==> config.mk <==
export PLATFORM = sky130hd
export DESIGN_NAME = pmp_guard
export DESIGN_NICKNAME = d
export VERILOG_FILES = /design/src/rtl/pmp_pkg.sv /design/src/rtl/pmp_regs.sv /design/src/rtl/pmp_match.sv /design/src/rtl/pmp_pick.sv /design/src/rtl/pmp_guard.sv
export SDC_FILE = /design/constraint.sdc
export NUM_CORES = 2
export LEC_CHECK = 0
export CORE_ASPECT_RATIO = 1.5
export CORE_MARGIN = 2
export CORE_UTILIZATION = 55
export CTS_BUF_LIST = sky130_fd_sc_hd__clkbuf_2
export CTS_CLUSTER_SIZE = 10
export DETAILED_ROUTE_END_ITERATION = 10
export GPL_TIMING_DRIVEN = 0
export PLACE_DENSITY = 0.72
export SLEW_MARGIN = 10
export SYNTH_ARGS = -nofsm -noshare
export SYNTH_HDL_FRONTEND = slang
export SYNTH_SLANG_ARGS = --single-unit
export TNS_END_PERCENT = 20
==> constraint.sdc <==
create_clock -name clk -period 8.05 [get_ports clk]
set_clock_uncertainty 0.05 [all_clocks]
set_input_delay 1.61 -clock clk [delete_from_list [all_inputs] [get_ports clk]]
set_output_delay 1.61 -clock clk [all_outputs]
set_load 0.01 [all_outputs]
==> src/rtl/pmp_pkg.sv <==
package pmp_pkg;

    localparam int unsigned ENTRY_COUNT = 16;
    localparam int unsigned BOUND_W     = 32;

    typedef enum logic [1:0] {
        MATCH_OFF   = 2'd0,
        MATCH_RANGE = 2'd1,
        MATCH_WORD4 = 2'd2,
        MATCH_POW2  = 2'd3
    } match_mode_e;

    typedef enum logic [1:0] {
        KIND_LOAD  = 2'd0,
        KIND_STORE = 2'd1,
        KIND_FETCH = 2'd2,
        KIND_FETCH_ALT = 2'd3
    } access_kind_e;

    typedef enum logic {
        SEL_CFG   = 1'b0,
        SEL_BOUND = 1'b1
    } reg_sel_e;

    // Field order follows the configuration byte: lock is bit 7, read is bit 0.
    typedef struct packed {
        logic        lock;
        logic [1:0]  rsvd;
        match_mode_e mode;
        logic        x;
        logic        w;
        logic        r;
    } entry_cfg_t;

    function automatic entry_cfg_t clean_cfg(logic [7:0] raw);
        entry_cfg_t c;
        c      = entry_cfg_t'(raw);
        c.rsvd = 2'b00;
        return c;
    endfunction

    function automatic logic kind_permitted(entry_cfg_t c, access_kind_e k);
        logic ok;
        case (k)
            KIND_LOAD:  ok = c.r;
            KIND_STORE: ok = c.w;
            default:    ok = c.x;
        endcase
        return ok;
    endfunction

endpackage

==> src/rtl/pmp_regs.sv <==
module pmp_regs
    import pmp_pkg::*;
#(
    parameter int unsigned N  = 16,
    parameter int unsigned AW = 32,
    localparam int unsigned IW = $clog2(N)
) (
    input  logic            clk,
    input  logic            rst,
    input  logic            wr_en,
    input  reg_sel_e        wr_sel,
    input  logic [IW-1:0]   wr_idx,
    input  logic [AW-1:0]   wr_data,
    output entry_cfg_t      cfg_q  [N],
    output logic [AW-1:0]   bound_q [N]
);

    always_ff @(posedge clk) begin
        for (int i = 0; i < N; i++) begin
            if (rst) begin
                cfg_q[i]   <= '0;
                bound_q[i] <= '0;
            end else if (wr_en && wr_idx == IW'(i) && !cfg_q[i].lock) begin
                if (wr_sel == SEL_CFG) begin
                    cfg_q[i] <= clean_cfg(wr_data[7:0]);
                end else begin
                    bound_q[i] <= wr_data;
                end
            end
        end
    end

endmodule

==> src/rtl/pmp_match.sv <==
module pmp_match
    import pmp_pkg::*;
#(
    parameter int unsigned AW = 32
) (
    input  entry_cfg_t    cfg,
    input  logic [AW-1:0] bound,
    input  logic [AW-1:0] lower,
    input  logic [AW-1:0] word_addr,
    output logic          hit
);

    logic [AW-1:0] span_mask;
    logic          in_range;
    logic          in_pow2;

    // Trailing ones plus the next zero bit give the ignored low bits.
    assign span_mask = bound ^ (bound + AW'(1));
    assign in_range  = (word_addr >= lower) && (word_addr < bound);
    assign in_pow2   = ((word_addr ^ bound) & ~span_mask) == '0;

    always_comb begin
        case (cfg.mode)
            MATCH_RANGE: hit = in_range;
            MATCH_POW2:  hit = in_pow2;
            default:     hit = 1'b0;
        endcase
    end

endmodule

==> src/rtl/pmp_pick.sv <==
module pmp_pick #(
    parameter int unsigned N = 16,
    localparam int unsigned IW = $clog2(N)
) (
    input  logic [N-1:0]  hits,
    output logic          found,
    output logic [IW-1:0] idx
);

    always_comb begin
        found = 1'b0;
        idx   = '0;
        for (int i = N - 1; i >= 0; i--) begin
            if (hits[i]) begin
                found = 1'b1;
                idx   = IW'(i);
            end
        end
    end

endmodule

==> src/rtl/pmp_guard.sv <==
module pmp_guard
    import pmp_pkg::*;
#(
    parameter int unsigned NUM_ENTRIES = ENTRY_COUNT,
    parameter int unsigned ADDR_W      = BOUND_W,
    localparam int unsigned IDX_W      = $clog2(NUM_ENTRIES),
    localparam int unsigned PA_W       = ADDR_W + 2
) (
    input  logic              clk,
    input  logic              rst,
    input  logic              wr_en,
    input  logic              wr_sel,
    input  logic [IDX_W-1:0]  wr_idx,
    input  logic [ADDR_W-1:0] wr_data,
    input  logic              rd_sel,
    input  logic [IDX_W-1:0]  rd_idx,
    output logic [ADDR_W-1:0] rd_data,
    input  logic [PA_W-1:0]   acc_addr,
    input  logic [1:0]        acc_kind,
    input  logic              acc_mmode,
    output logic              acc_allow,
    output logic              acc_hit,
    output logic [IDX_W-1:0]  acc_idx
);

    entry_cfg_t              cfg_q   [NUM_ENTRIES];
    logic [ADDR_W-1:0]       bound_q [NUM_ENTRIES];
    logic [NUM_ENTRIES-1:0]  hits;
    logic [ADDR_W-1:0]       word_addr;
    entry_cfg_t              win_cfg;
    logic                    unused_lsb;

    assign word_addr  = acc_addr[PA_W-1:2];
    assign unused_lsb = &acc_addr[1:0];

    pmp_regs #(.N(NUM_ENTRIES), .AW(ADDR_W)) u_regs (
        .clk     (clk),
        .rst     (rst),
        .wr_en   (wr_en),
        .wr_sel  (reg_sel_e'(wr_sel)),
        .wr_idx  (wr_idx),
        .wr_data (wr_data),
        .cfg_q   (cfg_q),
        .bound_q (bound_q)
    );

    generate
        for (genvar g = 0; g < NUM_ENTRIES; g++) begin : g_entry
            logic [ADDR_W-1:0] lower;
            if (g == 0) begin : g_first
                assign lower = '0;
            end else begin : g_rest
                assign lower = bound_q[g-1];
            end
            pmp_match #(.AW(ADDR_W)) u_match (
                .cfg       (cfg_q[g]),
                .bound     (bound_q[g]),
                .lower     (lower),
                .word_addr (word_addr),
                .hit       (hits[g])
            );
        end
    endgenerate

    pmp_pick #(.N(NUM_ENTRIES)) u_pick (
        .hits  (hits),
        .found (acc_hit),
        .idx   (acc_idx)
    );

    assign win_cfg = cfg_q[acc_idx];

    always_comb begin
        if (acc_hit) begin
            acc_allow = (acc_mmode && !win_cfg.lock)
                      || kind_permitted(win_cfg, access_kind_e'(acc_kind));
        end else begin
            acc_allow = acc_mmode;
        end
    end

    always_comb begin
        if (reg_sel_e'(rd_sel) == SEL_BOUND) begin
            rd_data = bound_q[rd_idx];
        end else begin
            rd_data = {{(ADDR_W-8){1'b0}}, cfg_q[rd_idx]};
        end
    end

endmodule

==> results of run 1 <==
## kinds of logic after synthesis
logic type,Yosys count
compound gates,1546
flops,608
xor+xnor,5
simple gates,2307
mux,240
fa+ha+maj,527
buf+inv,886
## through the flow
step	TNS, ns	cell area (um^2)
after floorplan	0	46900
after global placement	-19.86	49200
after detailed placement	-7.59	49600
after CTS	-0.392	52400
## metal layers
| layer | GRT overflow | track usage, % |
|---|---|---|
| met2 | 5 | 88.8 |
| met4 | 8 | 67.7 |
| met5 | 0 | 4.55 |
| met1 | 0 | 59.9 |
| met3 | 0 | 33.4 |
## repair_timing
action,4_1_cts
gates resized for setup,220
pin swaps,47
setup endpoints to repair,6
buffers inserted,51
==> results.cfg, run 1 <==
[logic_synthesis]
seq_area_frac_synth_pct = 25.9
synth.most_common_cell = nand2_1
synth-async-reset-ratio_pct = 0
muxShareOfSynthArea_pct = 10.4
postSynthAreaPerCell_um2 = 7.67
synth-edff-count = 0
synth_nets = 6728
synth-xor-area-share_pct = 0.0933
syn_area_mm2 = 0.0469
synth_ff_type = dfxtp_1
yosys-top-cells-count = nand2_1 (1324), a21oi_1 (897), dfxtp_1 (608)
synth_compound_area_share_pct = 19.8
synth_adder_area_share_pct = 14.0
synth_top_family_by_area = simple AND/OR/NAND/NOR gates
synth-seq-cells = 608
synthCells = 6119
ys_warn_count = 0
synth-simple-area-share_pct = 22.6
synth_top_area_share_pct = 25.9
synth.distinct_cells = 106
netlist_top_cells_area = dfxtp_1 (26%), ha_1 (14%), nand2_1 (11%)
yosysTopAreaCell = dfxtp_1

[cts]
clock_sinks = 608
holdBufCountCts = 0
clockBufferDepth = 3
ctsHtreeMaxLevel = 4
numCtsBuffers = 153
cts-root-buf = clkbuf_2

[floorplanning]
io_pins = 120
die_h_um = 362
floorplan.initialDensity_pct = 55.4
placementRows = 131
die_w_um = 243

[outcome]
lastStage = global routing (5_1_grt)
status = did not finish
stop_error = [ERROR GRT-0116] Global routing finished with congestion. Check the congestion regions in the DRC Viewer.

[place]
portBuffers = 86
dp_cells = 7360
pre_cts_ws_ns = -2.40
dpl.hpwl_um = 198000
place_congestion = 1.15

[global_routing]
grt_max_degree = 17
grt_first_pass_wirelength_um = 389000
gr-total-overflow = 13
grt_usage_pct = 61.8
grt_pass1_vias = 54612
==> run 2, diff against run 1 <==
- CORE_ASPECT_RATIO: 1.5 -> unset
- CORE_UTILIZATION: 55 -> 40
- CTS_BUF_LIST: sky130_fd_sc_hd__clkbuf_2 -> unset
- CTS_CLUSTER_SIZE: 10 -> unset
- PLACE_DENSITY: 0.72 -> unset
- PLACE_DENSITY_LB_ADDON: unset -> 0.15
==> run 2 against run 1 <==
The flow now finishes, with violations (negative setup slack). Synthesized cell count stayed put. Synthesized area stayed put.
==> results.cfg, run 2 <==
[outcome]
status = complete, but fails checks
violations = negative setup slack

[cells_and_area]
fill_cells = 11599
largest_register_ffs = 512
regMostFlops = u_regs.bound_q
drive_gt1_share_pct = 10.8
final_common_cell = nand2_1
final_cell_mix = nand2_1 (1322), a21oi_1 (894), dfxtp_1 (608)
top_regs = u_regs.bound_q: 512 flops, u_regs.cfg_q: 96 flops
final_nets = 7033
syn_to_final_growth_pct = 17.6

[worst_setup_path]
crit_family = simple AND/OR/NAND/NOR gates
cp_common_cell = buf_4
critical_path_arrival_ns = 6.64
slowest_stage = a2111oi_1
cp_data_required_time_ns = 6.39
reg2reg_depth = 4
slowest_delay_ns = 0.57
critPathKind = primary input to output pin
path_max_fanout = 12
critPathLaunchType = primary input
timing.rr.end = u_regs.bound_q[315]
r2r_setup_slack_ns = 5.68
endpoint_kind = output pin
worstPathCellList = buf_4 -> ha_1 -> a21oi_1 -> a2111oi_1 -> nand3_1 -> nor4_4 -> nand3_1 -> a2111oi_4 -> buf_4 -> nor3_4 -> buf_12 -> buf_4 -> and3_2 -> or2b_4 -> inv_1 -> mux4_2 -> mux2i_1 -> a311oi_2 -> a41oi_2 -> a21oi_1 -> buf_2
rr_startpoint = u_regs.cfg_q[79]
crit_buf_inv = 6

[route]
num_vias = 51835
totalWireLength_um = 261000
wire_per_inst_um = 32.5
drtIter0Drc = 6873
drc = 0
avgViaCountPerCell = 6.46
drt_pass1_iterations = 9
final_antenna_net_count = 0

[pwr]
leakagePower_nw = 18.0
p_int_w = 0.00567
power_frac_comb_pct = 16.6
switching_share_pct = 30.2
p_seq_share_pct = 37.8
power.density_mw_per_mm2 = 147
switching_power_w = 0.00245
ir_drop_mv = 0.148
clockPowerShare_pct = 45.6

[logic_synthesis]
synth-seq-cells = 608
seq_area_frac_synth_pct = 25.9
synth_compound_area_share_pct = 19.8
synth.distinct_cells = 106
synth_nets = 6728
synth_top_area_share_pct = 25.9
synth.most_common_cell = nand2_1
synth_adder_area_share_pct = 14.0
muxShareOfSynthArea_pct = 10.4
postSynthAreaPerCell_um2 = 7.67
yosysTopAreaCell = dfxtp_1
synth_ff_type = dfxtp_1
syn_area_mm2 = 0.0469
synth-async-reset-ratio_pct = 0
synth-xor-area-share_pct = 0.0933
synth_top_family_by_area = simple AND/OR/NAND/NOR gates
ys_warn_count = 0
yosys-top-cells-count = nand2_1 (1324), a21oi_1 (897), dfxtp_1 (608)
synthCells = 6119
netlist_top_cells_area = dfxtp_1 (26%), ha_1 (14%), nand2_1 (11%)
synth-simple-area-share_pct = 22.6
synth-edff-count = 0

[global_routing]
gr-total-overflow = 0
grt_max_degree = 15
grt-busiest-layer = met2
grt_usage_pct = 41.7
gr-usage-met2_pct = 60.7
grt_first_pass_wirelength_um = 356000
met1_usage_pct = 53.1
antenna_found_initial = 21
use_met3_pct = 11.0
grt_pass1_vias = 47360

[timing]
setup_violations = 1
worst_pin_slew_ns = 1.41
max_slew_margin_pct = 6.15
timing.hold.ws_ns = 0.423
setup_tns_ns = -0.254
layout_min_cycle_time_ns = 8.30
grt_setup_unrepaired = yes
fmax_mhz = 120
final-hold-violation-count = 0
slew_violations = 0
finalWorstSetupSlack_ns = -0.254
fin_crit_sh_pct = 103

[floorplanning]
placementRows = 125
die_h_um = 347
io_pins = 120
floorplan.initialDensity_pct = 40.4
die_w_um = 347
coreArea_mm2 = 0.116
dieArea_mm2 = 0.120

[cts]
ctsHtreeMaxLevel = 3
numCtsBuffers = 76
cts-root-buf = clkbuf_16
tritoncts = yes
clockBufferDepth = 3
clk_pin_slew_ns = 0.05
clock_sinks = 608
holdBufCountCts = 0
clkLatencyLatePin_ns = 0.70

[place]
pre_cts_ws_ns = -2.38
dpl.hpwl_um = 202000
portBuffers = 86
place_congestion = 1.04

[worst_hold_path]
min_path_cells = 2
hold_end = u_regs.bound_q[433]
worstHoldStart = u_regs.bound_q[433]
hold_path.class = flip-flop to flip-flop

[run]
cap_violations = 0
-- run 2: cell counts after synthesis --
No cell type changed its count.
-- run 2: how the worst max path moves through the flow --
stage	start	slack, ns	to	cells after the start
after floorplan	acc_addr[11]	0.70	acc_allow	17
after global placement	acc_addr[33]	-3.89	acc_allow	21
after detailed placement	acc_addr[27]	-2.38	acc_allow	22
after CTS	acc_addr[11]	-0.22	acc_allow	21
after global routing	acc_addr[17]	-0.25	acc_allow	20
final	acc_addr[20]	-0.25	acc_allow	21
-- run 2: per-stage QoR --
stage	area (um^2)	total power, W	cells	util, %
floorplan	46900	0.00376	6119	-
global placement	49700	0.00429	7729	42.8
detailed placement	50500	0.00433	7772	43.4
CTS	54300	0.00802	7962	46.7
global route	55100	0.00830	8005	47.4
finish	55200	0.00813	8024	47.5
-- run 2: kinds of logic after synthesis --
kind of cell,count (synthesis)
simple gates,2307
xor+xnor,5
flops,608
mux,240
compound gates,1546
buf+inv,886
fa+ha+maj,527
-- run 2: layout make-up --
type / instances / area, um^2 / area share, %
plain buffers: 324 / 1300 / 2.36
flip-flops and latches: 608 / 12200 / 22.1
well taps: 1524 / 1910 / 3.46
clock inverters: 26 / 382 / 0.692
repair buffers: 227 / 2630 / 4.76
inverters: 562 / 2120 / 3.84
clock buffers: 109 / 2230 / 4.04
diodes: 19 / 47.5 / 0.0862
multi-input cells: 4625 / 32400 / 58.7
-- run 2: worst reg2reg max path, delay by kind of cell (launching register included) --
kind            cells  cell delay [ns]
simple gates        2             1.24
buf+inv             1             0.47
flops               1             0.35
compound gates      1             0.17
-- run 2: power groups by stage --
stage,Sequential [W],Clock (W),Combinational [W]
finish,0.00308,0.00370,0.00135
global route,0.00307,0.00382,0.00141
CTS,0.00307,0.00370,0.00125
detailed placement,0.00314,0,0.00119
global placement,0.00314,0,0.00115
floorplan,0.00312,0,0.000644
-- run 2: timing repair --
item,4_1_cts,5_1_grt
pin swaps,37,47
resized for setup,132,83
endpoints found under the setup margin,6,2
buffers inserted,54,39
gates cloned,1,4
-- run 2: layer usage --
metal / wire length [um] / up-vias
li1: - / 22711
met1: 99200 / 25228
met2: 107000 / 3227
met3: 31600 / 663
met4: 22800 / 6
met5: 39 / -
Note: power is estimated with default switching activity, not from simulation.
